$ cat src/rtl/cxn_setup_pkg.sv
package cxn_setup_pkg;
  typedef enum logic [2:0] {
    S_IDLE   = 3'd0,
    S_ROUTE  = 3'd1,
    S_WAIT   = 3'd2,
    S_XFER   = 3'd3,
    S_CLOSE  = 3'd4,
    S_FAIL   = 3'd5
  } cxn_state_e;

  typedef enum logic [1:0] {
    ST_DONE    = 2'd0,
    ST_REFUSED = 2'd1,
    ST_TIMEOUT = 2'd2,
    ST_CRC     = 2'd3
  } cxn_status_e;
endpackage

$ cat src/rtl/cxn_watchdog.sv
module cxn_watchdog #(
  parameter int TMR_W = 16
) (
  input  logic             clk_i,
  input  logic             rst_ni,
  input  logic             load_i,
  input  logic             clr_i,
  input  logic             run_i,
  input  logic [TMR_W-1:0] value_i,
  output logic             expired_o
);
  logic [TMR_W-1:0] cnt_q, cnt_d;
  logic             cnt_en;

  assign cnt_en = load_i | clr_i | (run_i & (cnt_q != '0));

  always_comb begin
    cnt_d = cnt_q;
    if (load_i)      cnt_d = value_i;
    else if (clr_i)  cnt_d = '0;
    else if (run_i)  cnt_d = cnt_q - 1'b1;
  end

  always_ff @(posedge clk_i or negedge rst_ni) begin
    if (!rst_ni)     cnt_q <= '0;
    else if (cnt_en) cnt_q <= cnt_d;
  end

  assign expired_o = run_i & (cnt_q == '0);
endmodule

$ cat src/rtl/cxn_grant_ctr.sv
module cxn_grant_ctr #(
  parameter int CNT_W = 4
) (
  input  logic             clk_i,
  input  logic             rst_ni,
  input  logic             load_i,
  input  logic             clr_i,
  input  logic             mcast_i,
  input  logic [CNT_W-1:0] need_i,
  input  logic             inc_i,
  output logic             hit_o
);
  localparam logic [CNT_W-1:0] ONE = CNT_W'(1);

  logic [CNT_W-1:0] cnt_q, cnt_d, tgt_q, tgt_d;
  logic [CNT_W:0]   cnt_nxt;
  logic             cnt_en, tgt_en;

  assign cnt_nxt = {1'b0, cnt_q} + 1'b1;
  assign hit_o   = inc_i & (cnt_nxt == {1'b0, tgt_q});

  always_comb begin
    tgt_d = ONE;
    if (mcast_i && need_i != '0) tgt_d = need_i;
  end
  assign tgt_en = load_i;

  always_comb begin
    cnt_d = cnt_q;
    if (load_i || clr_i) cnt_d = '0;
    else if (inc_i)      cnt_d = cnt_nxt[CNT_W-1:0];
  end
  assign cnt_en = load_i | clr_i | inc_i;

  always_ff @(posedge clk_i or negedge rst_ni) begin
    if (!rst_ni)     cnt_q <= '0;
    else if (cnt_en) cnt_q <= cnt_d;
  end

  always_ff @(posedge clk_i or negedge rst_ni) begin
    if (!rst_ni)     tgt_q <= ONE;
    else if (tgt_en) tgt_q <= tgt_d;
  end
endmodule

$ cat src/rtl/cxn_setup_fsm.sv
module cxn_setup_fsm
  import cxn_setup_pkg::*;
(
  input  logic       clk_i,
  input  logic       rst_ni,
  input  logic       req_i,
  input  logic       req_sender_i,
  input  logic       req_mcast_i,
  input  logic       expire_i,
  input  logic       grant_i,
  input  logic       grant_hit_i,
  input  logic       refuse_i,
  input  logic       crc_err_i,
  input  logic       unlink_i,
  input  logic       peer_end_i,
  input  logic       lcl_valid_i,
  input  logic       lcl_last_i,
  output logic       load_o,
  output logic       clr_o,
  output logic       run_o,
  output logic       inc_o,
  output logic       route_o,
  output logic       link_en_o,
  output logic       lcl_ready_o,
  output logic       unlink_o,
  output logic       ot_o,
  output logic       busy_o,
  output logic       done_o,
  output logic [1:0] status_o
);
  cxn_state_e  st_q, st_d;
  cxn_status_e fcode_q, fcode_d, stat_q, stat_d;
  logic        snd_q, snd_d, done_q, done_d;
  logic        fcode_en, stat_en, snd_en;

  always_comb begin
    st_d     = st_q;
    fcode_d  = fcode_q;
    fcode_en = 1'b0;
    stat_d   = stat_q;
    stat_en  = 1'b0;
    done_d   = 1'b0;
    unique case (st_q)
      S_IDLE:  if (req_i) st_d = S_ROUTE;
      S_ROUTE: st_d = S_WAIT;
      S_WAIT: begin
        if (expire_i) begin
          st_d = S_FAIL; fcode_d = ST_TIMEOUT; fcode_en = 1'b1;
        end else if (refuse_i) begin
          st_d = S_FAIL; fcode_d = ST_REFUSED; fcode_en = 1'b1;
        end else if (grant_hit_i) begin
          st_d = S_XFER;
        end
      end
      S_XFER: begin
        if (expire_i) begin
          st_d = S_FAIL; fcode_d = ST_TIMEOUT; fcode_en = 1'b1;
        end else if (crc_err_i) begin
          st_d = S_FAIL; fcode_d = ST_CRC; fcode_en = 1'b1;
        end else if (snd_q ? (lcl_valid_i && lcl_last_i) : peer_end_i) begin
          st_d = S_CLOSE;
        end
      end
      S_CLOSE: begin
        if (expire_i) begin
          st_d = S_FAIL; fcode_d = ST_TIMEOUT; fcode_en = 1'b1;
        end else if (crc_err_i) begin
          st_d = S_FAIL; fcode_d = ST_CRC; fcode_en = 1'b1;
        end else if (!snd_q || unlink_i) begin
          st_d = S_IDLE; stat_d = ST_DONE; stat_en = 1'b1; done_d = 1'b1;
        end
      end
      S_FAIL: begin
        st_d = S_IDLE; stat_d = fcode_q; stat_en = 1'b1; done_d = 1'b1;
      end
      default: st_d = S_IDLE;
    endcase
  end

  assign snd_en = (st_q == S_IDLE) & req_i;
  assign snd_d  = req_sender_i | req_mcast_i;

  always_ff @(posedge clk_i or negedge rst_ni) begin
    if (!rst_ni) begin
      st_q   <= S_IDLE;
      done_q <= 1'b0;
    end else begin
      st_q   <= st_d;
      done_q <= done_d;
    end
  end

  always_ff @(posedge clk_i or negedge rst_ni) begin
    if (!rst_ni)       fcode_q <= ST_DONE;
    else if (fcode_en) fcode_q <= fcode_d;
  end

  always_ff @(posedge clk_i or negedge rst_ni) begin
    if (!rst_ni)      stat_q <= ST_DONE;
    else if (stat_en) stat_q <= stat_d;
  end

  always_ff @(posedge clk_i or negedge rst_ni) begin
    if (!rst_ni)     snd_q <= 1'b0;
    else if (snd_en) snd_q <= snd_d;
  end

  assign load_o      = snd_en;
  assign clr_o       = (st_q == S_IDLE) & ~req_i;
  assign run_o       = (st_q == S_WAIT) | (st_q == S_XFER) | (st_q == S_CLOSE) | (st_q == S_ROUTE);
  assign inc_o       = (st_q == S_WAIT) & grant_i & ~expire_i & ~refuse_i;
  assign route_o     = (st_q == S_ROUTE);
  assign link_en_o   = (st_q == S_XFER);
  assign lcl_ready_o = (st_q == S_XFER) & snd_q;
  assign unlink_o    = (st_q == S_FAIL) | ((st_q == S_CLOSE) & ~snd_q);
  assign ot_o        = (st_q == S_FAIL) & (fcode_q == ST_TIMEOUT);
  assign busy_o      = (st_q != S_IDLE);
  assign done_o      = done_q;
  assign status_o    = stat_q;
endmodule

$ cat src/rtl/cxn_setup_initiator.sv
module cxn_setup_initiator #(
  parameter int CNT_W = 4,
  parameter int TMR_W = 16
) (
  input  logic             clk_i,
  input  logic             rst_ni,
  input  logic             req_i,
  input  logic             req_sender_i,
  input  logic             req_mcast_i,
  input  logic [CNT_W-1:0] req_grants_i,
  input  logic [TMR_W-1:0] tmo_i,
  output logic             route_o,
  input  logic             grant_i,
  input  logic             grant_refuse_i,
  input  logic             crc_err_i,
  input  logic             unlink_i,
  input  logic             peer_end_i,
  input  logic             lcl_valid_i,
  input  logic             lcl_last_i,
  output logic             lcl_ready_o,
  output logic             link_en_o,
  output logic             unlink_o,
  output logic             ot_o,
  output logic             busy_o,
  output logic             done_o,
  output logic [1:0]       status_o
);
  logic load, clr, run, inc, expire, hit;

  cxn_watchdog #(.TMR_W(TMR_W)) i_wdog (
    .clk_i     (clk_i),
    .rst_ni    (rst_ni),
    .load_i    (load),
    .clr_i     (clr),
    .run_i     (run),
    .value_i   (tmo_i),
    .expired_o (expire)
  );

  cxn_grant_ctr #(.CNT_W(CNT_W)) i_gctr (
    .clk_i   (clk_i),
    .rst_ni  (rst_ni),
    .load_i  (load),
    .clr_i   (clr),
    .mcast_i (req_mcast_i),
    .need_i  (req_grants_i),
    .inc_i   (inc),
    .hit_o   (hit)
  );

  cxn_setup_fsm i_fsm (
    .clk_i        (clk_i),
    .rst_ni       (rst_ni),
    .req_i        (req_i),
    .req_sender_i (req_sender_i),
    .req_mcast_i  (req_mcast_i),
    .expire_i     (expire),
    .grant_i      (grant_i),
    .grant_hit_i  (hit),
    .refuse_i     (grant_refuse_i),
    .crc_err_i    (crc_err_i),
    .unlink_i     (unlink_i),
    .peer_end_i   (peer_end_i),
    .lcl_valid_i  (lcl_valid_i),
    .lcl_last_i   (lcl_last_i),
    .load_o       (load),
    .clr_o        (clr),
    .run_o        (run),
    .inc_o        (inc),
    .route_o      (route_o),
    .link_en_o    (link_en_o),
    .lcl_ready_o  (lcl_ready_o),
    .unlink_o     (unlink_o),
    .ot_o         (ot_o),
    .busy_o       (busy_o),
    .done_o       (done_o),
    .status_o     (status_o)
  );
endmodule

$ cat config.mk
export PLATFORM = sky130hd
export DESIGN_NAME = cxn_setup_initiator
export DESIGN_NICKNAME = d
export VERILOG_FILES = /design/src/rtl/cxn_setup_pkg.sv /design/src/rtl/cxn_watchdog.sv /design/src/rtl/cxn_grant_ctr.sv /design/src/rtl/cxn_setup_fsm.sv /design/src/rtl/cxn_setup_initiator.sv
export SDC_FILE = /design/constraint.sdc
export NUM_CORES = 1
export LEC_CHECK = 0
export CAP_MARGIN = 5
export CORE_UTILIZATION = 65
export CTS_BUF_LIST = sky130_fd_sc_hd__clkbuf_2 sky130_fd_sc_hd__clkbuf_4 sky130_fd_sc_hd__clkbuf_8
export DETAILED_ROUTE_END_ITERATION = 6
export DONT_BUFFER_PORTS = 1
export GPL_TIMING_DRIVEN = 0
export PLACE_DENSITY = 0.88
export SLEW_MARGIN = 20
export SYNTH_ARGS = -nofsm -noshare
export SYNTH_HDL_FRONTEND = slang
export SYNTH_SLANG_ARGS = --single-unit
$ cat constraint.sdc
create_clock -name clk_i -period 5.5 [get_ports clk_i]
set_clock_uncertainty 0.05 [all_clocks]
set_input_delay 0.825 -clock clk_i [delete_from_list [all_inputs] [get_ports clk_i]]
set_output_delay 0.825 -clock clk_i [all_outputs]
set_load 0.01 [all_outputs]
---- Yosys cells after proc, flatten, opt, wreduce, memory -nomap -nowiden ----
Cells that the tools add are included.
operators by class
  add/sub/neg operators ................... 2
  equality and inequality tests ........... 16
  mux-type cells .......................... 36
  reductions and logical operators ........ 20
  bitwise operators ....................... 23
operators by type and width
  cell                     count
  $mux W16                 3
  $mux W3                  10
  $logic_not A16 Y1        1
  $reduce_bool A16 Y1      1
  $sub A16 B1 Y16 const B  1
  $pmux W3 S5              1
  $mux W2                  7
  $mux W4                  3
  $and A1 B1 Y1            11
  $mux W1                  8
  $ne A4 B2 Y1 const B     2
  $or A1 B1 Y1             8
  $pmux W2 S2              2
  $reduce_and A4 Y1        2
  $eq A3 B2 Y1 const B     2
  $eq A3 B3 Y1 const B     2
  $ne A2 B2 Y1 const B     3
  $reduce_bool A2 Y1       3
  $reduce_bool A3 Y1       2
  $add A4 B1 Y5 const B    1
  $eq A5 B4 Y1             1
  $reduce_and A5 Y1        1
  $ne A4 B3 Y1 const B     1
  $not A1 Y1               4
  other kinds (13)         17
storage, ports and cells
  output and inout bits ................... 9
  register bits after elaboration ......... 33

---- Depth between registers and ports, before layout ----
Gate-level depths: netlist (run 1).
  depth after elaboration ................. 13
  gate-level depth with buffers ........... 9

---- Cells and area by module ----
A second synthesis (run 1) with hierarchy kept.
second synthesis, totals
  cells, all modules ...................... 238
  area total of the unflattened synthesis .. 2093.3 µm²
modules (own cells, without submodules)
  module         sequential area each (µm²)  instances  cells each  area each (µm²)
  cxn_watchdog   400.4                       1          130         1106.1
  cxn_setup_fsm  225.2                       1          65          560.5
  cxn_grant_ctr  201.4                       1          43          426.7

---- Worst setup path after synthesis (run 1) ----
OpenSTA, ideal clock, no wires.
  path kind ............................... register to output
  start ................................... register i_fsm.st_q[1]
  end ..................................... output busy_o
  arrival ................................. 1.259 ns
  setup slack ............................. 3.366 ns
  cell stages (with the launch flop) ...... 5
  cells stage by stage .................... dfrtp_1 > buf_2 > nor3_2 > inv_1 > clkbuf_1
on the way
  cells in the longest elaborated chain, start to end .. 1
RTL lines
  element                 RTL line                   text
  from (decl)             cxn_setup_fsm.sv:31        cxn_state_e st_q, st_d;
  from (signal assigned)  cxn_setup_fsm.sv:88        st_q <= st_d;
  $reduce_bool A3 Y1      cxn_setup_fsm.sv:117       assign busy_o = (st_q != S_IDLE);
  to (decl)               cxn_setup_initiator.sv:24  output logic busy_o,
Every way passes these cells.

---- Final worst setup path (run 1) ----
Ends and elaborated chain as after synthesis.

==> metrics, run 1 <==
CTS Buf Count 5; detailed-route wire length per cell 17.0 um; Peak VDD IR 338 uV; syn avg cell area 8.65 um^2; Reg area 827 um^2; Mapped Cells 245; via count 1,983; Root Buffer clkbuf_4; CP startpoint kind flop; area of the multi-input gates 0.00118 mm^2; Netlist cell types 57; number of I/O pins 41; Final Util 73.5%; initial antenna violation count 0; Reg2Reg Setup Slack 3.16 ns; outcome completed; first-pass GRT wire length 8510 um; Power Density 593 mW/mm^2; Cell Rows 20; Area after DPL 0.00217 mm^2; top post-synthesis cells by area dfrtp_1, a21oi_1, nor2_1; Crit. Startpoint i_fsm.st_q[1]; Remaining Overflow, GRT 0; # clock sinks 33; Die W 59.1 um; Port Buf Inserts 0; fill count 248; reg2reg end i_wdog.cnt_q[15]; YS warnings 0; crit path kind flop to output port; Worst R2R Start i_fsm.st_q[1]; post-CTS repair timing setup buffer count 0; RSZ-0062 raised after global routing no; Yosys reg bits 33; final-report setup violation count 0; Yosys top cell area share 37.8%; die area 0.00349 mm^2; initial core utilization 68.9%; crit-path max FO 10; EDFF count, synth 0; sequential-to-total area share from yosys stat 39.0%; Clock Latency Late Sink 0.34 ns; area growth from synthesis to layout 6.79%; Placer Congestion 0.970; GRT met1 Usage 45.5%; vias in the first global route 1,843; Hold Fails Final Rpt 0; fmax 0.346 GHz; First DRT Iteration DRCs 160; Post-synth ARST share 100%; layout cells sized above 1 10.7%; largest area contributor in the netlist dfrtp_1; HP Class input pin to async pin; commonest cells in the netlist dfrtp_1, a21oi_1, nor2_1, nand2_1, o21ai_1; cell leakage power 0.942 nW; Pins Over Slew Limit 0; vias per std cell 6.68; DR DRC count 0; diode count 0; Slew HR 50.7%; Vert. Die Dim 59.1 um; R2R depth 7; CTS clock-pin slew for the worst setup and hold paths 0.11 ns; DRT Wirelength 5050 um; dpl hpwl 3630 um; Max H-tree Level 2; post-cts sizing count 0; Final nets 287; hold_buf cts 0; largest net degree at the start of global routing 34; Layout Cell Area excl Fill 0.00226 mm^2; 1st-pass router iterations 5; Worst EP required 4.62 ns; global route hottest layer met2; Worst EP arrival 2.02 ns; MaxCap Viol Count 0; CTS tree built; grt met2 use 47.1%; top-count cell post-synth dfrtp_1; GRT met3 Usage 9.17%; All-Layer GR Usage 32.6%; Final period util 52.6%; ys flop type dfrtp_1; final period demand of the worst path 2.89 ns; CORE AREA 0.00308 mm^2; clock buffer depth 2; syn_nets 280; setup TNS 0 ns; cell area after synthesis 0.00212 mm^2; Worst-Margin Slew 0.734 ns; Critical Path Sink Type output port; antenna viol nets, final 0
per-stage QoR:
step	cells	hold WS, ns	setup WS, ns	total power [mW]
2_1_floorplan	245	0.407	3.37	0.980
3_3_place_gp	289	0.428	3.03	1.10
3_5_place_dp	289	0.433	3.05	1.13
4_1_cts	297	0.100	2.63	1.33
5_1_grt	297	0.0788	2.46	1.46
6_report	297	0.112	2.61	1.34
worst max-delay path, stage by stage (launching register included):
cell and delay (ns):
dfrtp_1 0.40, buf_2 0.19, nor3_2 0.53, inv_1 0.22, clkbuf_1 0.34
final cells by class:
cell class / instances / area share [%]
clock buffers: 7 / 2.60
plain buffers: 12 / 3.15
multi-input cells: 189 / 52.1
well taps: 44 / 2.43
clock inverters: 1 / 1.33
inverters: 11 / 1.82
flip-flops and latches: 33 / 36.5
placed cells by master, fill, tap and decap left out, types with 2 or more instances in the layout:
| cell type | synthesis | layout |
|---|---|---|
| nand2_1 | 19 | 19 |
| a22oi_1 | 7 | 7 |
| o21ai_2 | 3 | 3 |
| nor3b_1 | 5 | 5 |
| clkbuf_4 | 0 | 6 |
| a31oi_1 | 5 | 5 |
| clkbuf_1 | 6 | 6 |
| a32oi_1 | 2 | 2 |
| inv_1 | 11 | 11 |
| o21ai_1 | 13 | 13 |
| dfrtp_1 | 32 | 32 |
| a21o_1 | 3 | 3 |
| nor3_2 | 2 | 2 |
| nor3_1 | 7 | 7 |
| nor2b_1 | 4 | 4 |
| o21ai_0 | 11 | 11 |
| nand4_1 | 5 | 5 |
| nor2_1 | 21 | 21 |
| buf_2 | 3 | 3 |
| a211oi_1 | 2 | 2 |
| a21oi_1 | 22 | 22 |
| o22a_1 | 3 | 3 |
| nor4_1 | 5 | 5 |
| nand3_1 | 12 | 12 |
| xnor2_1 | 2 | 2 |
| nor4b_1 | 3 | 3 |
| xor2_1 | 3 | 3 |
| ha_1 | 3 | 3 |
| o41ai_1 | 2 | 2 |
cell families (layout without fill, tap and decap cells):
group | Yosys count | after routing | synth area share, %
simple gates | 90 | 90 | 22.3
fa+ha+maj | 5 | 5 | 2.95
mux | 1 | 1 | 0.472
compound gates | 87 | 87 | 26.7
buf+inv | 23 | 31 | 5.31
xor+xnor | 6 | 6 | 3.19
flops | 33 | 33 | 39.0
routing by layer:
metal,vias to the layer above,share of wire [%]
li1,928,-
met1,945,42
met2,96,47
met3,14,9.1
met4,0,2.1
met5,-,0
flip-flops by register name, summed over array words and instances, names as in the netlist:
register,cells
i_fsm.status_o,2
i_fsm.snd_q,1
i_fsm.fcode_q,2
i_gctr.cnt_q,4
i_wdog.cnt_q,16
i_gctr.tgt_q,4
i_fsm.st_q,3
i_fsm.done_o,1
worst max-delay path by stage:
stage | end | slack (ns) | cells after the start
after global routing | busy_o | 2.46 | 4
after global placement | busy_o | 3.03 | 4
after CTS | busy_o | 2.63 | 4
after floorplan | busy_o | 3.37 | 4
after detailed placement | busy_o | 3.05 | 4
final | busy_o | 2.61 | 4
power breakdown:
group | switching [mW] | internal [mW]
Sequential | 0.107 | 0.348
Clock | 0.0845 | 0.113
Combinational | 0.416 | 0.274
Power figures use the tool's default switching activity.
==> run 2, diff against run 1 <==
Settings changed: CORE_UTILIZATION 65 to 59, PLACE_DENSITY 0.88 to 0.85.
Clock period 5.5 ns to 2.35 ns, I/O delays scaled along.
==> metrics, run 2 (same netlist as run 1, synthesis figures left out) <==
Worst R2R Start i_wdog.cnt_q[0]; crit path kind flop to output port; Cell Rows 21 (+5.0%); Remaining Overflow, GRT 0 (unchanged); Final period util 93.7%; final period demand of the worst path 2.20 ns; reg2reg end i_wdog.cnt_q[4]; Power Density 1370 mW/mm^2 (+130%); Setup WS post-layout 0.148 ns (-2.46 ns); fmax 0.454 GHz; final-report setup violation count 0 (unchanged); dpl hpwl 3710 um (+2.2%); vias in the first global route 1,800 (-2.3%); via count 1,983 (unchanged); layout cells sized above 1 12.1% (+1.4 points); Biggest register i_wdog.cnt_q; Largest register FFs 16 (unchanged); pre-CTS WS 0.131 ns (-2.92 ns); DR DRC count 0 (unchanged); Pins Over Slew Limit 0 (unchanged); fill count 251 (+1.2%); Reg2Reg Setup Slack 0.15 ns (-3.01 ns); CP startpoint kind flop; crit-path leading delay family buffers and inverters; Final nets 290 (+1.0%); HP Class input pin to flop; vias per std cell 6.57 (-1.7%); DRT Wirelength 5150 um (+1.9%); Root Buffer clkbuf_4; RSZ-0062 raised after global routing no; commonest non-fill, non-tap cell in the layout dfrtp_1; area growth from synthesis to layout 9.33%; Port Buf Inserts 0 (unchanged); Worst EP required 1.95 ns (-2.67 ns); number of I/O pins 41 (unchanged); Placer Congestion 0.973 (+0.37%); Hold Fails Final Rpt 0 (unchanged); Worst Setup EP busy_o; first-pass GRT wire length 8170 um (-4.0%); # clock sinks 33 (unchanged); cell leakage power 0.966 nW (+2.6%); All-Layer GR Usage 29.5% (-3.1 points); CTS Buf Count 5 (unchanged); setup TNS 0 ns (unchanged); Vert. Die Dim 61.9 um (+4.8%); clock buffer depth 2 (unchanged); top flop regs i_wdog.cnt_q x16, i_gctr.cnt_q x4, i_gctr.tgt_q x4; Worst-Margin Slew 0.638 ns (-0.0957 ns); Clock Latency Late Sink 0.34 ns (about the same); R2R depth 6 (-1); Crit. Startpoint i_fsm.st_q[2]; commonest cells after routing, fill and taps aside dfrtp_1, a21oi_1, nor2_1; Peak VDD IR 684 uV (+100%); detailed-route wire length per cell 17.0 um (+0.23%); Max H-tree Level 2 (unchanged); critical path depth 4 (unchanged); Worst Path Buf+Inv 3 (unchanged); diode count 0 (unchanged); crit-path max FO 10 (unchanged); die area 0.00384 mm^2 (+9.8%); First DRT Iteration DRCs 124 (-23%); cells along the critical path buf_2, nor3_4, inv_1, clkbuf_2; largest net degree at the start of global routing 34 (unchanged); CTS tree built; outcome completed; initial antenna violation count 0 (unchanged); Worst path slowest cell dfrtp_1; CORE AREA 0.00339 mm^2 (+10%); initial core utilization 62.5% (-6.3 points); Critical Path Sink Type output port; Slew HR 57.1% (+6.4 points); Worst EP arrival 1.80 ns (-0.22 ns); crit-path max cell delay 0.42 ns (-0.11 ns); 1st-pass router iterations 5 (unchanged); Die W 61.9 um (+4.8%); antenna viol nets, final 0 (unchanged); MaxCap Viol Count 0 (unchanged); CTS clock-pin slew for the worst setup and hold paths 0.10 ns (about the same)
-- run 2: layer usage --
layer  global-route usage [%]  vias up  routed length [um]
met5                        0        -                   0
met4                     11.4        0                 107
met3                     8.49       15                 342
met2                     46.5       86                2480
met1                     38.4      949                2220
li1                         -      933                   -
-- run 2: report_power, final --
part	leakage [nW]	internal, mW	switching (mW)
clock	0.0489	0.266	0.197
sequential	0.415	0.815	0.253
combinational	0.502	0.666	0.983
total	0.966	1.75	1.43
-- run 2: how the worst min path moves through the flow --
stage / cells past startpoint / end / startpoint / slack (ns)
after floorplan: 0 / i_fsm.done_o / rst_ni / 0.007
after global placement: 0 / i_wdog.cnt_q[12] / rst_ni / 0.008
after detailed placement: 0 / i_wdog.cnt_q[12] / rst_ni / 0.008
after CTS: 2 / i_gctr.tgt_q[3] / req_grants_i[3] / 0.09
after global routing: 2 / i_gctr.tgt_q[2] / req_grants_i[2] / 0.07
final: 2 / i_gctr.tgt_q[3] / req_grants_i[3] / 0.09
-- run 2: cell type report --
| class | count | area [um^2] | area share (%) |
|---|---|---|---|
| multi-input cells | 189 | 1190 | 51.5 |
| flip-flops and latches | 33 | 827 | 35.7 |
| plain buffers | 12 | 72.6 | 3.13 |
| clock buffers | 7 | 58.8 | 2.54 |
| well taps | 46 | 57.6 | 2.48 |
| inverters | 11 | 41.3 | 1.78 |
| repair buffers | 3 | 37.5 | 1.62 |
| clock inverters | 1 | 30.0 | 1.30 |
-- run 2: worst register-to-register path: cells and delay by family (launching register included) --
kind / cells / cell delay, ns
adder cells (fa/ha/maj): 1 / 0.22
buffers and inverters: 1 / 0.11
flip-flops: 1 / 0.43
AND/OR/NAND/NOR: 2 / 0.91
AO/OA/AOI/OAI: 2 / 0.37
-- run 2: through the flow --
step | instances | power (mW) | utilization (%) | area, um^2 | hold slack, ns
floorplan | 245 | 2.29 | - | 2120 | 0.00691
global placement | 291 | 2.58 | 64.2 | 2180 | 0.00774
detailed placement | 291 | 2.64 | 64.2 | 2180 | 0.00791
CTS | 301 | 3.13 | 67.9 | 2300 | 0.0904
global route | 302 | 3.45 | 68.4 | 2320 | 0.0740
finish | 302 | 3.18 | 68.4 | 2320 | 0.0890
-- run 2: what timing repair did --
item / 4_1_cts / 5_1_grt
pin swaps: 0 / 1
hold buffers: 2 / 0
setup endpoints to repair: 1 / 20
resized for setup: 1 / 3
endpoints found under the hold margin: 33 / 0
buffers inserted: 0 / 1
